===== config.mk =====
export PLATFORM = sky130hd
export DESIGN_NAME = sync_slave_rx
export DESIGN_NICKNAME = d
export VERILOG_FILES = /design/src/rtl/sslv_pkg.sv /design/src/rtl/sslv_edge_sync.sv /design/src/rtl/sslv_shifter.sv /design/src/rtl/sslv_fifo.sv /design/src/rtl/sync_slave_rx.sv
export SDC_FILE = /design/constraint.sdc
export NUM_CORES = 1
export LEC_CHECK = 0
export ABC_AREA = 0
export BUFFER_PORTS_ARGS = -buffer_cell sky130_fd_sc_hd__buf_2
export CAP_MARGIN = 0
export CORE_MARGIN = 1
export CORE_UTILIZATION = 35
export DETAILED_ROUTE_END_ITERATION = 6
export PLACE_DENSITY = 0.58
export SLEW_MARGIN = 20
export SYNTH_ARGS = -nofsm -noshare
export SYNTH_HDL_FRONTEND = slang
export SYNTH_SLANG_ARGS = --single-unit

===== constraint.sdc =====
create_clock -name clk -period 1.6 [get_ports clk]
set_input_delay 0.08 -clock clk [delete_from_list [all_inputs] [get_ports clk]]
set_output_delay 0.08 -clock clk [all_outputs]
set_load 0.1 [all_outputs]

===== src/rtl/sslv_pkg.sv =====
package sslv_pkg;
  localparam logic [1:0] A_CTRL = 2'd0;
  localparam logic [1:0] A_MODE = 2'd1;
  localparam logic [1:0] A_DATA = 2'd2;
  localparam logic [1:0] A_STAT = 2'd3;

  typedef struct packed {
    logic port_en;
    logic nine_bit;
    logic single_rx;
    logic cont_rx;
    logic addr_filt;
  } ctrl_t;

  typedef struct packed {
    logic rx_ie;
    logic clk_src;
    logic sync_sel;
  } mode_t;
endpackage


===== src/rtl/sslv_edge_sync.sv =====
module sslv_edge_sync #(
  parameter int STAGES = 2
) (
  input  logic clk,
  input  logic rst,
  input  logic sclk_in,
  input  logic sdata_in,
  output logic fall,
  output logic data
);
  logic [STAGES-1:0] sclk_sh, data_sh;
  logic              sclk_prev;

  always_ff @(posedge clk) begin
    if (rst) begin
      sclk_sh   <= '1;
      data_sh   <= '0;
      sclk_prev <= 1'b1;
    end else begin
      sclk_sh   <= {sclk_sh[STAGES-2:0], sclk_in};
      data_sh   <= {data_sh[STAGES-2:0], sdata_in};
      sclk_prev <= sclk_sh[STAGES-1];
    end
  end

  assign fall = sclk_prev & ~sclk_sh[STAGES-1];
  assign data = data_sh[STAGES-1];


  fall_single_chk: assert property (@(posedge clk) disable iff (rst)
    fall |=> !fall);
endmodule


===== src/rtl/sslv_shifter.sv =====
module sslv_shifter #(
  parameter int DATA_W = 8
) (
  input  logic            clk,
  input  logic            rst,
  input  logic            active,
  input  logic            nine_bit,
  input  logic            sample,
  input  logic            din,
  output logic            char_valid,
  output logic [DATA_W:0] char_data
);
  localparam int DW = DATA_W + 1;
  localparam int CW = $clog2(DW + 1);

  logic [DW-1:0] sr, sr_nx;
  logic [CW-1:0] cnt, last;

  assign last = nine_bit ? CW'(DW - 1) : CW'(DW - 2);

  always_comb begin
    sr_nx      = sr;
    sr_nx[cnt] = din;
    if (!nine_bit) sr_nx[DW-1] = 1'b0;
  end

  always_ff @(posedge clk) begin
    if (rst || !active) begin
      cnt        <= '0;
      char_valid <= 1'b0;
      if (rst) begin
        sr        <= '0;
        char_data <= '0;
      end
    end else begin
      char_valid <= 1'b0;
      if (sample) begin
        sr <= sr_nx;
        if (cnt == last) begin
          cnt        <= '0;
          char_valid <= 1'b1;
          char_data  <= sr_nx;
        end else begin
          cnt <= cnt + 1'b1;
        end
      end
    end
  end


  cnt_range_chk: assert property (@(posedge clk) disable iff (rst)
    cnt < CW'(DW));
endmodule


===== src/rtl/sslv_fifo.sv =====
module sslv_fifo #(
  parameter int W     = 9,
  parameter int DEPTH = 2
) (
  input  logic         clk,
  input  logic         rst,
  input  logic         flush,
  input  logic         push,
  input  logic [W-1:0] din,
  input  logic         pop,
  output logic [W-1:0] head,
  output logic         empty,
  output logic         full
);
  localparam int AW   = (DEPTH > 1) ? $clog2(DEPTH) : 1;
  localparam int CNTW = $clog2(DEPTH + 1);

  logic [W-1:0]    mem [DEPTH];
  logic [AW-1:0]   wp, rp;
  logic [CNTW-1:0] count;

  function automatic logic [AW-1:0] bump(input logic [AW-1:0] p);
    return (p == AW'(DEPTH - 1)) ? '0 : p + 1'b1;
  endfunction

  always_ff @(posedge clk) begin
    if (push) mem[wp] <= din;
  end

  always_ff @(posedge clk) begin
    if (rst || flush) begin
      wp    <= '0;
      rp    <= '0;
      count <= '0;
    end else begin
      if (push) wp <= bump(wp);
      if (pop)  rp <= bump(rp);
      case ({push, pop})
        2'b10:   count <= count + 1'b1;
        2'b01:   count <= count - 1'b1;
        default: count <= count;
      endcase
    end
  end

  assign head  = mem[rp];
  assign empty = (count == '0);
  assign full  = (count == CNTW'(DEPTH));


  depth_bound_chk: assert property (@(posedge clk) disable iff (rst)
    count <= CNTW'(DEPTH));

  no_pop_empty_chk: assert property (@(posedge clk) disable iff (rst)
    empty |-> !pop);
endmodule


===== src/rtl/sync_slave_rx.sv =====
module sync_slave_rx
  import sslv_pkg::*;
#(
  parameter int DATA_W      = 8,
  parameter int FIFO_DEPTH  = 2,
  parameter int SYNC_STAGES = 2
) (
  input  logic       clk,
  input  logic       rst,
  input  logic       sclk_in,
  input  logic       sdata_in,
  input  logic       sleep_in,
  input  logic       wr_en,
  input  logic       rd_en,
  input  logic [1:0] addr,
  input  logic [7:0] wdata,
  output logic [7:0] rdata,
  output logic       irq,
  output logic       wake
);
  localparam int CHW = DATA_W + 1;

  ctrl_t            ctrl;
  mode_t            mode;
  logic             ovr;
  logic             fall, sdin, active;
  logic             char_valid, keep, push, pop, empty, full;
  logic [CHW-1:0]   char_data, head;
  logic             head9;

  assign active = ctrl.port_en & mode.sync_sel & ~mode.clk_src & ctrl.cont_rx & ~ovr;

  sslv_edge_sync #(.STAGES(SYNC_STAGES)) u_sync (
    .clk(clk), .rst(rst), .sclk_in(sclk_in), .sdata_in(sdata_in),
    .fall(fall), .data(sdin)
  );

  sslv_shifter #(.DATA_W(DATA_W)) u_shift (
    .clk(clk), .rst(rst), .active(active), .nine_bit(ctrl.nine_bit),
    .sample(fall), .din(sdin), .char_valid(char_valid), .char_data(char_data)
  );

  assign keep = ~(ctrl.addr_filt & ~char_data[CHW-1]);
  assign push = char_valid & keep & ~full;
  assign pop  = rd_en & (addr == A_DATA) & ~empty;

  sslv_fifo #(.W(CHW), .DEPTH(FIFO_DEPTH)) u_fifo (
    .clk(clk), .rst(rst), .flush(~ctrl.port_en), .push(push), .din(char_data),
    .pop(pop), .head(head), .empty(empty), .full(full)
  );

  assign head9 = ~empty & head[CHW-1];

  always_ff @(posedge clk) begin
    if (rst) begin
      ctrl <= '0;
      mode <= '0;
    end else if (wr_en) begin
      if (addr == A_CTRL) ctrl <= wdata[7:3];
      if (addr == A_MODE) mode <= wdata[2:0];
    end
  end

  always_ff @(posedge clk) begin
    if (rst || !ctrl.port_en || !ctrl.cont_rx) ovr <= 1'b0;
    else if (char_valid && keep && full)      ovr <= 1'b1;
  end

  always_ff @(posedge clk) begin
    if (rst) begin
      rdata <= '0;
      irq   <= 1'b0;
      wake  <= 1'b0;
    end else begin
      irq  <= ~empty & mode.rx_ie;
      wake <= ~empty & mode.rx_ie & sleep_in;
      if (rd_en) begin
        case (addr)
          A_CTRL:  rdata <= {ctrl, ovr, 1'b0, head9};
          A_MODE:  rdata <= {5'd0, mode};
          A_DATA:  rdata <= empty ? 8'h00 : head[7:0];
          default: rdata <= {6'd0, irq, ~empty};
        endcase
      end
    end
  end


  ovr_hold_chk: assert property (@(posedge clk) disable iff (rst)
    ovr && ctrl.port_en && ctrl.cont_rx |=> ovr);

  flush_empty_chk: assert property (@(posedge clk) disable iff (rst)
    !ctrl.port_en |=> empty);

  irq_enable_chk: assert property (@(posedge clk) disable iff (rst)
    irq |-> $past(mode.rx_ie));

  wake_sleep_chk: assert property (@(posedge clk) disable iff (rst)
    wake |-> $past(sleep_in) && irq);
endmodule


==> Yosys cells after proc, flatten, opt, wreduce, memory -nomap -nowiden <==
Memories as Yosys holds them, arrays and structs flattened. A register that Yosys moved wholly into a read port is not among the register bits.
Index checks and enable logic that the tools add are counted.
Widths: inputs -> output; s select.
{ "op_classes": {"addsub": 5, "mul": 0, "div": 0, "order_cmp": 2, "eq_ne": 7, "shift": 0, "mux": 22, "bitwise_logic": 22, "n_reduce_logical": 20} }
{ "op_table": {"columns": ["op", "n"], "rows": [
  ["$mux 9", 6],
  ["$pmux 8 s3", 1],
  ["$and 1x1->1", 13],
  ["$bwmux 9", 1],
  ["$mux 1", 9],
  ["$not 1->1", 9],
  ["$mux 4", 2],
  ["$mux 8", 1],
  ["$eq 2x2->1 const B", 3],
  ["$reduce_and 2->1", 3],
  ["$reduce_bool 2->1", 3],
  ["$lt 4x5->1 const B", 1],
  ["$add 4x1->4 const B", 1],
  ["$demux 1 s4", 1],
  ["$eq 2x1->1 const B", 2],
  ["$eq 4x4->1", 1],
  ["$ge 4x1->1 const B", 1],
  ["$logic_not 2->1", 2],
  ["$logic_or 1x1->1", 4],
  ["$pmux 2 s2", 1],
  ["$logic_and 1x1->1", 3],
  ["$logic_not 1->1", 3],
  ["$reduce_and 3->1", 1],
  ["$add 1x1->1 const B", 2],
  ["4 further kinds", 4]
]} }
{ "totals": {"register_bits": 51, "latchBits": 0, "ramBits": 18, "rom_bits": 0, "output_inout_bits": 10, "elab_cells": 101, "mem_count": 1} }
{ "mem_list": {"columns": ["name", "words", "width", "read_ports", "rd_ports_with_merged_regs", "write_ports", "line_no", "rtl"], "rows": [
  ["u_fifo.mem", 2, 9, 1, 1, 1, "sslv_fifo.sv:18", "logic [W-1:0] mem [DEPTH];"]
]} }

==> Depth between registers and ports, before layout <==
Gate-level depths: netlist of the first run.
{ "depth": {"ltp_word": 9, "depth_mapped": 8, "mapped_depth_nobuf": 6} }

==> Cells and area by module <==
A second synthesis of the first run with hierarchy kept.
{ "hier_totals": {"cells_unflattened": 240, "area_unflattened_um2": 2929.1} }
{ "modules_own_cells": {"columns": ["module", "instances", "cells_per_inst", "area_each_um2", "seq_area_each_um2"], "rows": [
  ["sslv_shifter", 1, 88, 1093.5, 640.6],
  ["sslv_fifo", 1, 50, 858.3, 640.6],
  ["sync_slave_rx", 1, 91, 839.6, 380.4],
  ["sslv_edge_sync", 1, 11, 137.6, 100.1]
]} }

==> Worst setup path after synthesis of the first run <==
No wires, ideal clock.
{ "synth_timing": {"kind": "register -> register", "from": "register ctrl[3] (netlist name)", "to": "register u_shift.char_data[0] (enable)", "arrival_time_ns": 1.357, "required_ns": 1.265, "setup_slack_ns": -0.092, "stages_incl_launch_ff": 4, "period_less_slack_ns": 1.692, "cell_sequence": "dfxtp_1 -> or3b_1 -> o32ai_2 -> a41o_1"} }
{ "synth_between": {"elab_chain_len": 4} }
{ "synth_lines": {"columns": ["element", "line_no", "rtl"], "rows": [
  ["start: declaration", "sync_slave_rx.sv:23", "ctrl_t ctrl;"],
  ["start signal: assignment", "sync_slave_rx.sv:59", "if (addr == A_CTRL) ctrl <= wdata[7:3];"],
  ["$mux 4", "sslv_shifter.sv:19", "assign last = nine_bit ? CW'(DW - 1) : CW'(DW - 2);"],
  ["$eq 4x4->1", "sslv_shifter.sv:39", "if (cnt == last) begin"],
  ["$reduce_bool 2->1 (no line)", null, null],
  ["$reduce_and 3->1 (no line)", null, null],
  ["end signal: assignment", "sslv_shifter.sv:42", "char_data <= sr_nx;"],
  ["end: declaration", "sslv_shifter.sv:11", "output logic [DATA_W:0] char_data"]
]} }
Every way passes these cells.
A chain may end at the register's enable or synchronous reset.

==> Worst setup path after layout of the first run <==
{ "layout_timing": {"from": "register u_shift.cnt[1]", "to": "register u_shift.char_data[0] (enable)"} }
{ "layout_between": {"elab_chain_len": 3} }
{ "layout_lines": {"columns": ["element", "line_no", "rtl"], "rows": [
  ["start: declaration", "sslv_shifter.sv:17", "logic [CW-1:0] cnt, last;"],
  ["start signal: assignment", "sslv_shifter.sv:44", "cnt <= cnt + 1'b1;"],
  ["$eq 4x4->1", "sslv_shifter.sv:39", null],
  ["$reduce_bool 2->1 (no line)", null, null],
  ["$reduce_and 3->1 (no line)", null, null]
]} }
Every way passes these cells.

==> flow_metrics.env, run 1 <==
export IMPL_grt_use_total_pct=14.6
export IMPL_syn_to_final_growth_pct=24.9
export IMPL_worstPathArrival_ns=1.59
export IMPL_overflow=0
export IMPL_numCtsBuffers=9
export IMPL_finalWirelength_um=6200
export IMPL_wl_per_cell_um=15.0
export IMPL_power_density_mw_per_mm2=933
export IMPL_synth_area_mux_share_pct=9.18
export IMPL_fin_nets=325
export IMPL_diodes=0
export IMPL_finClkSkew_ns=0.00957
export IMPL_layout_min_cycle_time_ns=1.54
export IMPL_rsz0062_at_grt="false"
export IMPL_clock_latency_ns=0.34
export IMPL_worstPathCellList="or3b_4 -> o32ai_4 -> a41o_4"
export IMPL_max_clock_path_buffers=2
export IMPL_yosys_area_share_simple_pct=16.9
export IMPL_first_pass_iters=4
export IMPL_io_buffer_count=26
export IMPL_die_area_mm2=0.00886
export IMPL_critPathKind="reg2reg"
export IMPL_worstHoldPathType="in2reg"
export IMPL_grt_pass1_wl_um=9670
export IMPL_grt_max_degree=26
export IMPL_crit_path_end_kind="flop"
export IMPL_grt_pass1_vias=1976
export IMPL_status="finished, final reports clean"
export IMPL_synthXorXnorAreaFrac_pct=0.589
export IMPL_drc=0
export IMPL_min_period_over_period_pct=96.0
export IMPL_cap_viol_max_count=0
export IMPL_synth_main_ff_cell="edfxtp_1"
export IMPL_place_area_mm2=0.00331
export IMPL_cp_slowest_cell="or3b_4"
export IMPL_cts_root_buf="clkbuf_8"
export IMPL_antenna_found_initial=0
export IMPL_drt_first_iter_violations=75
export IMPL_die_h_um=94.1
export IMPL_cp_data_required_time_ns=1.65
export IMPL_async_flop_share_pct=0
export IMPL_fmax_mhz=651
export IMPL_startpoint_type="flop"
export IMPL_start_util_pct=36.2
export IMPL_synth_compound_gate_area_share_pct=8.88
export IMPL_worstMarginPinSlew_ns=0.498
export IMPL_synthCells=245
export IMPL_rows=33
export IMPL_clk_pin_slew_ns=0.07
export IMPL_synth_area_per_cell_um2=12.1
export IMPL_final_area_mm2=0.00371
export IMPL_synth_top_family_by_area="simple AND/OR/NAND/NOR gates"
export IMPL_ir_drop_uv=399
export IMPL_p_leak_uw=0.00135
export IMPL_yosys_register_bits=70
export IMPL_synth_fp_nets=267
export IMPL_setup_tns_final_ns=0
export IMPL_htree_levels=3
export IMPL_ys_warn_count=0
export IMPL_drive_above_1_share_pct=26.3
export IMPL_critPathMaxFanout=8
export IMPL_ant_nets=0
export IMPL_seq_area_frac_synth_pct=59.3
export IMPL_synth_fa_ha_area_share_pct=2.11
export IMPL_synth_edf_count=36
export IMPL_setup_viol=0
export IMPL_netlist_area_mm2=0.00297
export IMPL_cts_tree="yes"
export IMPL_maxSlewHeadroom_pct=66.7
export IMPL_nFillCells=751
export IMPL_dp_hpwl_um=4180
export IMPL_vias=2074
export IMPL_hold_viol=0
export IMPL_cts_sinks=70
export IMPL_fp_dieW_um=94.1
export IMPL_synth_cell_type_count=48
export IMPL_place_congestion=0.892
export IMPL_vias_per_cell=5.02
export IMPL_cp_slowest_stage_delay_ns=0.42
export IMPL_io_pins=27
export IMPL_slew_viol_final=0
export IMPL_core_mm2=0.00822
timing repair:
item                                   4_1_cts  5_1_grt
pin swaps                                    0        2
hold buffers                                11        0
endpoints found under the hold margin       11        0
setup buffers                                1        2
gates resized for setup                      3       10
setup endpoints to repair                    1       13
cloned                                       0        1
area by class of cell:
type                    instances  area (um2)  area share, %
inverters                       7        26.3          0.708
clock inverters                 5        50.0           1.35
repair buffers                 59         405           10.9
well taps                     105         131           3.54
clock buffers                  11         131           3.54
multi-input cells             156        1200           32.3
flip-flops and latches         70        1770           47.6
cell usage in the layout (no fill, tap or decap), types with 4 or more instances in the layout:
| cell | count |
|---|---|
| a31oi_1 | 6 |
| nor2b_1 | 8 |
| nand2_1 | 4 |
| nor2_1 | 23 |
| edfxtp_1 | 36 |
| inv_1 | 7 |
| mux2i_1 | 25 |
| clkbuf_8 | 9 |
| nor3b_1 | 4 |
| a21oi_1 | 12 |
| or3_1 | 4 |
| buf_2 | 26 |
| dlygate4sd3_1 | 11 |
| ha_1 | 4 |
| buf_4 | 22 |
| dfxtp_1 | 31 |
| nand3b_1 | 7 |
| nand2b_1 | 5 |
| or4_1 | 7 |
state kept, by name, indices dropped and copies added, names as in the netlist, named ones only:
register            flops
u_shift.cnt             4
u_fifo.wp               1
u_shift.char_data       9
u_sync.data_sh          2
ovr                     1
u_fifo.mem             18
mode                    3
ctrl                    5
rdata                   8
u_sync.sclk_prev        1
u_shift.char_valid      1
u_fifo.rp               1
u_shift.sr              9
u_sync.sclk_sh          2
wake                    1
irq                     1
u_fifo.count            2
cell usage after synthesis, drive strengths merged (4+ instances only):
cell    instances  area [um2]
edfxtp         36        1080
dfxtp          34         681
mux2i          25         250
nor2           23        86.3
a21oi          12        60.1
nor2b           8        50.1
clkbuf          7        26.3
inv             7        26.3
nand2b          7        43.8
nand3b          7        52.6
nor3b           7        68.8
or4             7        52.6
a31oi           6        37.5
buf             6        37.5
ha              5        62.6
nand2           4        15.0
nand3           4        20.0
or3             4        25.0
worst max-delay path, delay by kind of cell (launching register included):
kind | cells | cell delay, ns
flip-flops | 1 | 0.38
AO/OA/AOI/OAI | 2 | 0.45
AND/OR/NAND/NOR | 1 | 0.42
stage by stage:
step | util, % | cells | total power, uW | setup slack, ns | hold WS, ns
after floorplan | - | 245 | 2070 | 0.0171 | 0.184
after global placement | 40.3 | 382 | 2130 | 0.0631 | 0.268
after detailed placement | 40.3 | 382 | 2130 | 0.00612 | 0.266
after CTS | 44.1 | 410 | 3490 | 0.00793 | 0.149
after global routing | 45.2 | 413 | 3600 | 0.00523 | 0.181
final | 45.2 | 413 | 3460 | 0.0645 | 0.156
worst paths after layout:
kind | start | endpoint | slack [ns] | cells past startpoint
setup / recovery | u_shift.cnt[1]$_SDFFE_PN0P_ | u_shift.char_data[0]$_DFFE_PP_ | 0.06 | 3
hold / removal | rd_en | rdata[2]$_SDFFE_PP0P_ | 0.16 | 3
setup reg to reg | u_shift.cnt[1]$_SDFFE_PN0P_ | u_shift.char_data[0]$_DFFE_PP_ | 0.06 | 3
hold reg to reg | u_sync.sclk_sh[0]$_SDFF_PP1_ | u_sync.sclk_sh[1]$_SDFF_PP1_ | 0.41 | 1
power by group:
group | leakage (uW) | switching, uW | internal [uW] | total [uW]
sequential | 0.000627 | 17.5 | 1910 | 1930
clock | 0.0000884 | 635 | 708 | 1340
combinational | 0.000632 | 111 | 81.6 | 193
cell families after synthesis:
family	after synthesis
compound gates	38
buf+inv	20
simple gates	83
flops	70
xor+xnor	2
mux	27
fa+ha+maj	5
per-layer routing:
metal  routed length (um)  track usage [%]  part of all wire, %
met1                 2750             18.2                   44
met2                 3050             23.4                   49
met3                  295             5.66                  4.8
met4                  102             4.23                  1.6
met5                    0                0                    0
(Power assumes the default switching activity.)
==> run 2, diff against run 1 <==
PLACE_DENSITY = 0.56   (was 0.58)
clock period = 1.68 ns   (was 1.6 ns; I/O delays follow)
==> run 2 against run 1 <==
Clock power down 4%; non-clock buffer count fell by 5; register-to-register slack gained 0.02 ns; final cell count shrank 1.5%; critical path depth is the same; utilization decreased by 1.4 points; via count down 4.0%; critical path type unchanged; largest cell class unchanged; highest routed layer unchanged.
==> flow_metrics.env, run 2 (synthesis gave the netlist of run 1 again) <==
export IMPL_io_buffer_count=26
export IMPL_drc=0
export IMPL_fin_nets=319
export IMPL_antenna_found_initial=0
export IMPL_max_clock_path_buffers=2
export IMPL_die_h_um=94.1
export IMPL_p_leak_uw=0.00131
export IMPL_worstMarginPinSlew_ns=0.487
export IMPL_nFillCells=767
export IMPL_io_pins=27
export IMPL_grt_max_degree=26
export IMPL_power_density_mw_per_mm2=912
export IMPL_worstPathArrival_ns=1.63
export IMPL_crit_path_end_kind="flop"
export IMPL_place_congestion=0.866
export IMPL_cp_data_required_time_ns=1.71
export IMPL_critPathMaxFanout=9
export IMPL_final_cell_mix="edfxtp_1 (36), dfxtp_1 (34), buf_2 (26)"
export IMPL_critPathKind="reg2reg"
export IMPL_grt_pass1_wl_um=9340
export IMPL_rows=33
export IMPL_hold_worst_slack_ns=0.0723
export IMPL_cts_tree="yes"
export IMPL_reg_largest_list="u_fifo.mem x18, u_shift.char_data x9, u_shift.sr x9"
export IMPL_maxSlewHeadroom_pct=67.8
export IMPL_final_common_cell="edfxtp_1"
export IMPL_setup_viol=0
export IMPL_htree_levels=3
export IMPL_total_power_uw=3280
export IMPL_regMostFlops="u_fifo.mem"
export IMPL_cts_sinks=70
export IMPL_dp_cells=381
export IMPL_start_util_pct=36.2
export IMPL_post_cts_setup_buffer_count=0
export IMPL_clock_latency_ns=0.34
export IMPL_syn_to_final_growth_pct=21.1
export IMPL_grt_use_total_pct=14.3
export IMPL_overflow=0
export IMPL_r2r_cells=3
export IMPL_fmax_mhz=627
export IMPL_numCtsBuffers=9
export IMPL_clk_pin_slew_ns=0.07
export IMPL_finalWirelength_um=5750
export IMPL_whs_path_depth=3
export IMPL_min_period_over_period_pct=94.9
export IMPL_dp_hpwl_um=4160
export IMPL_fin_cells=407
export IMPL_vias_per_cell=4.89
export IMPL_wl_per_cell_um=14.1
export IMPL_grt_pass1_vias=1937
export IMPL_startpoint_type="flop"
export IMPL_vias=1992
export IMPL_hold_viol=0
export IMPL_drive_above_1_share_pct=23.2
export IMPL_finClkSkew_ns=0.0117
export IMPL_slew_viol_final=0
export IMPL_die_area_mm2=0.00886
export IMPL_ir_drop_uv=479
export IMPL_worstHoldPathType="in2reg"
export IMPL_first_pass_iters=5
export IMPL_cts_root_buf="clkbuf_8"
export IMPL_fp_dieW_um=94.1
export IMPL_diodes=0
export IMPL_rrSetupSlack_ns=0.08
export IMPL_status="finished, final reports clean"
export IMPL_core_mm2=0.00822
export IMPL_rsz0062_at_grt="false"
export IMPL_layout_min_cycle_time_ns=1.60
export IMPL_largest_register_ffs=18
export IMPL_drt_first_iter_violations=44
export IMPL_cap_viol_max_count=0
export IMPL_setup_tns_final_ns=0
export IMPL_ant_nets=0
run 2: final timing paths:
| check | start | to |
|---|---|---|
| min reg2reg | u_sync.sclk_sh[0]$_SDFF_PP1_ | u_sync.sclk_sh[1]$_SDFF_PP1_ |
| min | wdata[6] | ctrl[3]$_SDFFE_PP0P_ |
| max reg2reg | u_shift.cnt[1]$_SDFFE_PN0P_ | u_shift.char_data[6]$_DFFE_PP_ |
| max | u_shift.cnt[1]$_SDFFE_PN0P_ | u_shift.char_data[6]$_DFFE_PP_ |
run 2: cell type report:
class                           count  area, um2  area share (%)
Tap cell                          105        131            3.65
Clock buffer                        9        124            3.44
Inverter                            7       26.3           0.730
Timing Repair Buffer               54        365            10.1
Clock inverter                      7       65.1            1.81
Sequential cell                    70       1760            48.9
Multi-Input combinational cell    155       1130            31.3
run 2: routing by layer:
layer | track usage [%] | part of all wire [%]
met1 | 17.7 | 47
met2 | 23.3 | 48
met3 | 4.69 | 4.3
met4 | 4.87 | 0.40
met5 | 0 | 0
run 2: stage by stage:
step           worst slack [ns]  util [%]  instance area [um2]
2_1_floorplan            0.0699         -                 2970
3_3_place_gp              0.102      40.2                 3310
3_5_place_dp             0.0891      40.2                 3310
4_1_cts                  0.0797      43.7                 3590
5_1_grt                 0.00938      43.8                 3600
6_report                 0.0850      43.8                 3600
run 2: timing repair:
| action | in CTS | in global routing |
|---|---|---|
| setup endpoints to repair | 0 | 2 |
| hold buffers | 10 | 0 |
| hold endpoints to repair | 10 | 0 |
| gates resized for setup | 0 | 1 |
run 2: power breakdown:
group / internal, uW / leakage [uW] / switching (uW)
Clock: 674 / 0.0000964 / 606
Sequential: 1820 / 0.000625 / 16.9
Combinational: 68.3 / 0.000590 / 99.6
Total: 2560 / 0.00131 / 722
run 2: critical path, cell delays in order, from the launching register on:
cell and delay [ns]:
dfxtp_1 0.37, or3b_1 0.40, o32ai_2 0.16, a41o_2 0.36
==> run 3, diff against run 2 <==
BUFFER_PORTS_ARGS = unset   (was -buffer_cell sky130_fd_sc_hd__buf_2)
CAP_MARGIN = unset   (was 0)
DONT_BUFFER_PORTS = 1   (was unset)
GPL_ROUTABILITY_DRIVEN = 0   (was unset)
PLACE_DENSITY = 0.53   (was 0.56)
==> run 3 against run 2 <==
Final area fell by 1.6%; sequential share of layout area rose by 0.87 points; first-iteration DRC count rose by 2.3%; hold slack got worse by 0.054 ns; clock power fell by 10%; via count fell by 0.80%; sequential power barely moved; power fell by 4.5%; non-clock buffer count fell by 16; final cell count fell by 3.9%; utilization fell by 0.70 points; critical endpoint is now u_shift.char_data[1]$_DFFE_PP_.
==> flow_metrics.env, run 3 (synthesis gave the netlist of run 1 again) <==
export IMPL_ir_drop_uv=355
export IMPL_cts_sinks=70
export IMPL_startpoint_type="flop"
export IMPL_busiest_layer="met2"
export IMPL_worstPathCellList="or3b_1 -> o32ai_2 -> a41o_2"
export IMPL_cts_tree="yes"
export IMPL_start_util_pct=36.2
export IMPL_die_h_um=94.1
export IMPL_min_period_over_period_pct=92.1
export IMPL_drive_above_1_share_pct=17.5
export IMPL_first_pass_iters=4
export IMPL_grt_pass1_vias=1903
export IMPL_io_buffer_count=0
export IMPL_fin_cells=391
export IMPL_regMostFlops="u_fifo.mem"
export IMPL_clk_pin_slew_ns=0.07
export IMPL_max_clock_path_buffers=2
export IMPL_maxSlewHeadroom_pct=46.4
export IMPL_crit_path_end_kind="flop"
export IMPL_cp_slowest_stage_delay_ns=0.39
export IMPL_met2_usage_pct=22.8
export IMPL_cap_viol_max_count=0
export IMPL_vias_per_cell=5.05
export IMPL_setup_tns_final_ns=0
export IMPL_worstPathArrival_ns=1.59
export IMPL_ant_nets=0
export IMPL_r2r_cells=3
export IMPL_numCtsBuffers=9
export IMPL_drt_first_iter_violations=45
export IMPL_status="finished, final reports clean"
export IMPL_final_util_pct=43.1
export IMPL_finalWirelength_um=5880
export IMPL_io_pins=27
export IMPL_syn_to_final_growth_pct=19.2
export IMPL_worstHoldPathType="in2reg"
export IMPL_finClkSkew_ns=0.00705
export IMPL_regArea_mm2=0.00176
export IMPL_met1_usage_pct=19.4
export IMPL_fp_dieW_um=94.1
export IMPL_setup_viol=0
export IMPL_fmax_mhz=646
export IMPL_largest_register_ffs=18
export IMPL_core_mm2=0.00822
export IMPL_post_cts_setup_buffer_count=0
export IMPL_die_area_mm2=0.00886
export IMPL_final_cell_mix="edfxtp_1 (36), dfxtp_1 (32), mux2i_1 (25)"
export IMPL_rows=33
export IMPL_worstMarginPinSlew_ns=0.804
export IMPL_diodes=0
export IMPL_final_common_cell="edfxtp_1"
export IMPL_vias=1976
export IMPL_nFillCells=771
export IMPL_power_density_mw_per_mm2=885
export IMPL_hold_viol=0
export IMPL_htree_levels=3
export IMPL_cts_root_buf="clkbuf_8"
export IMPL_rrSetupSlack_ns=0.13
export IMPL_dp_hpwl_um=4050
export IMPL_clock_latency_ns=0.34
export IMPL_wl_per_cell_um=15.0
export IMPL_dp_cells=360
export IMPL_grt_use_total_pct=14.8
export IMPL_whs_path_depth=3
export IMPL_p_leak_uw=0.00125
export IMPL_grt_max_degree=23
export IMPL_grt_pass1_wl_um=9610
export IMPL_layout_min_cycle_time_ns=1.55
export IMPL_cp_data_required_time_ns=1.72
export IMPL_overflow=0
export IMPL_rsz0062_at_grt="false"
export IMPL_hold_worst_slack_ns=0.0182
export IMPL_total_power_uw=3140
export IMPL_reg2reg_from="u_shift.cnt[1]$_SDFFE_PN0P_"
export IMPL_cp_slowest_cell="or3b_1"
export IMPL_worstHoldStart="addr[1]"
export IMPL_cp_startpoint="u_shift.cnt[1]$_SDFFE_PN0P_"
export IMPL_fin_nets=303
export IMPL_reg_largest_list="u_fifo.mem x18, u_shift.char_data x9, u_shift.sr x9"
export IMPL_drc=0
export IMPL_antenna_found_initial=0
export IMPL_critPathMaxFanout=9
export IMPL_critPathKind="reg2reg"
export IMPL_slew_viol_final=0
export IMPL_multi_input_area_mm2=0.00113
export IMPL_use_met3_pct=4.85
==> run 3: cell count changes in the layout (fill, tap and decap cells not counted), moves of 2 or more <==
cell	previous run	this run
buf_2	26	0
buf_4	18	23
dfxtp_1	34	32
dfxtp_2	0	2
dlygate4sd3_1	10	14
==> run 3: power breakdown <==
part | internal (uW) | leakage [uW] | switching [uW]
clock | 530 | 0.0000837 | 621
combinational | 60.3 | 0.000537 | 88.0
sequential | 1820 | 0.000626 | 17.4
==> run 3: area by class of cell <==
class / instances / share of cell area, %
clock buffer: 10 / 3.60
multi-input combinational: 155 / 31.9
inverter: 7 / 0.742
timing repair buffer: 38 / 9.18
sequential: 70 / 49.8
clock inverter: 6 / 1.10
tap: 105 / 3.71
==> run 3: repair_timing <==
item                       in CTS  in global routing
hold endpoints to repair       25                  0
resized for setup               0                  4
setup endpoints to repair       0                  2
hold buffers                   15                  0
==> run 3: worst paths after layout <==
| path | to |
|---|---|
| setup / recovery | u_shift.char_data[1]$_DFFE_PP_ |
| hold / removal | ctrl[1]$_SDFFE_PP0P_ |
| setup reg to reg | u_shift.char_data[1]$_DFFE_PP_ |
| hold reg to reg | u_sync.sclk_sh[1]$_SDFF_PP1_ |
==> run 3: through the flow <==
stage | cell area (um2) | setup slack, ns
global placement | 3210 | 0.149
global route | 3540 | 0.00922
CTS | 3530 | 0.0869
floorplan | 2970 | 0.0699
finish | 3540 | 0.132
detailed placement | 3210 | 0.126
==> run 3: worst max-delay path: cells and delay by family (launching register included) <==
kind / cells / cell delay, ns
compound gates: 2 / 0.52
simple gates: 1 / 0.39
flops: 1 / 0.34
==> run 3: metal layers <==
| layer | share of wire (%) | vias to the layer above |
|---|---|---|
| li1 | - | 984 |
| met5 | 0 | - |
| met4 | 1.1 | 0 |
| met2 | 48 | 41 |
| met3 | 3.9 | 7 |
| met1 | 47 | 944 |
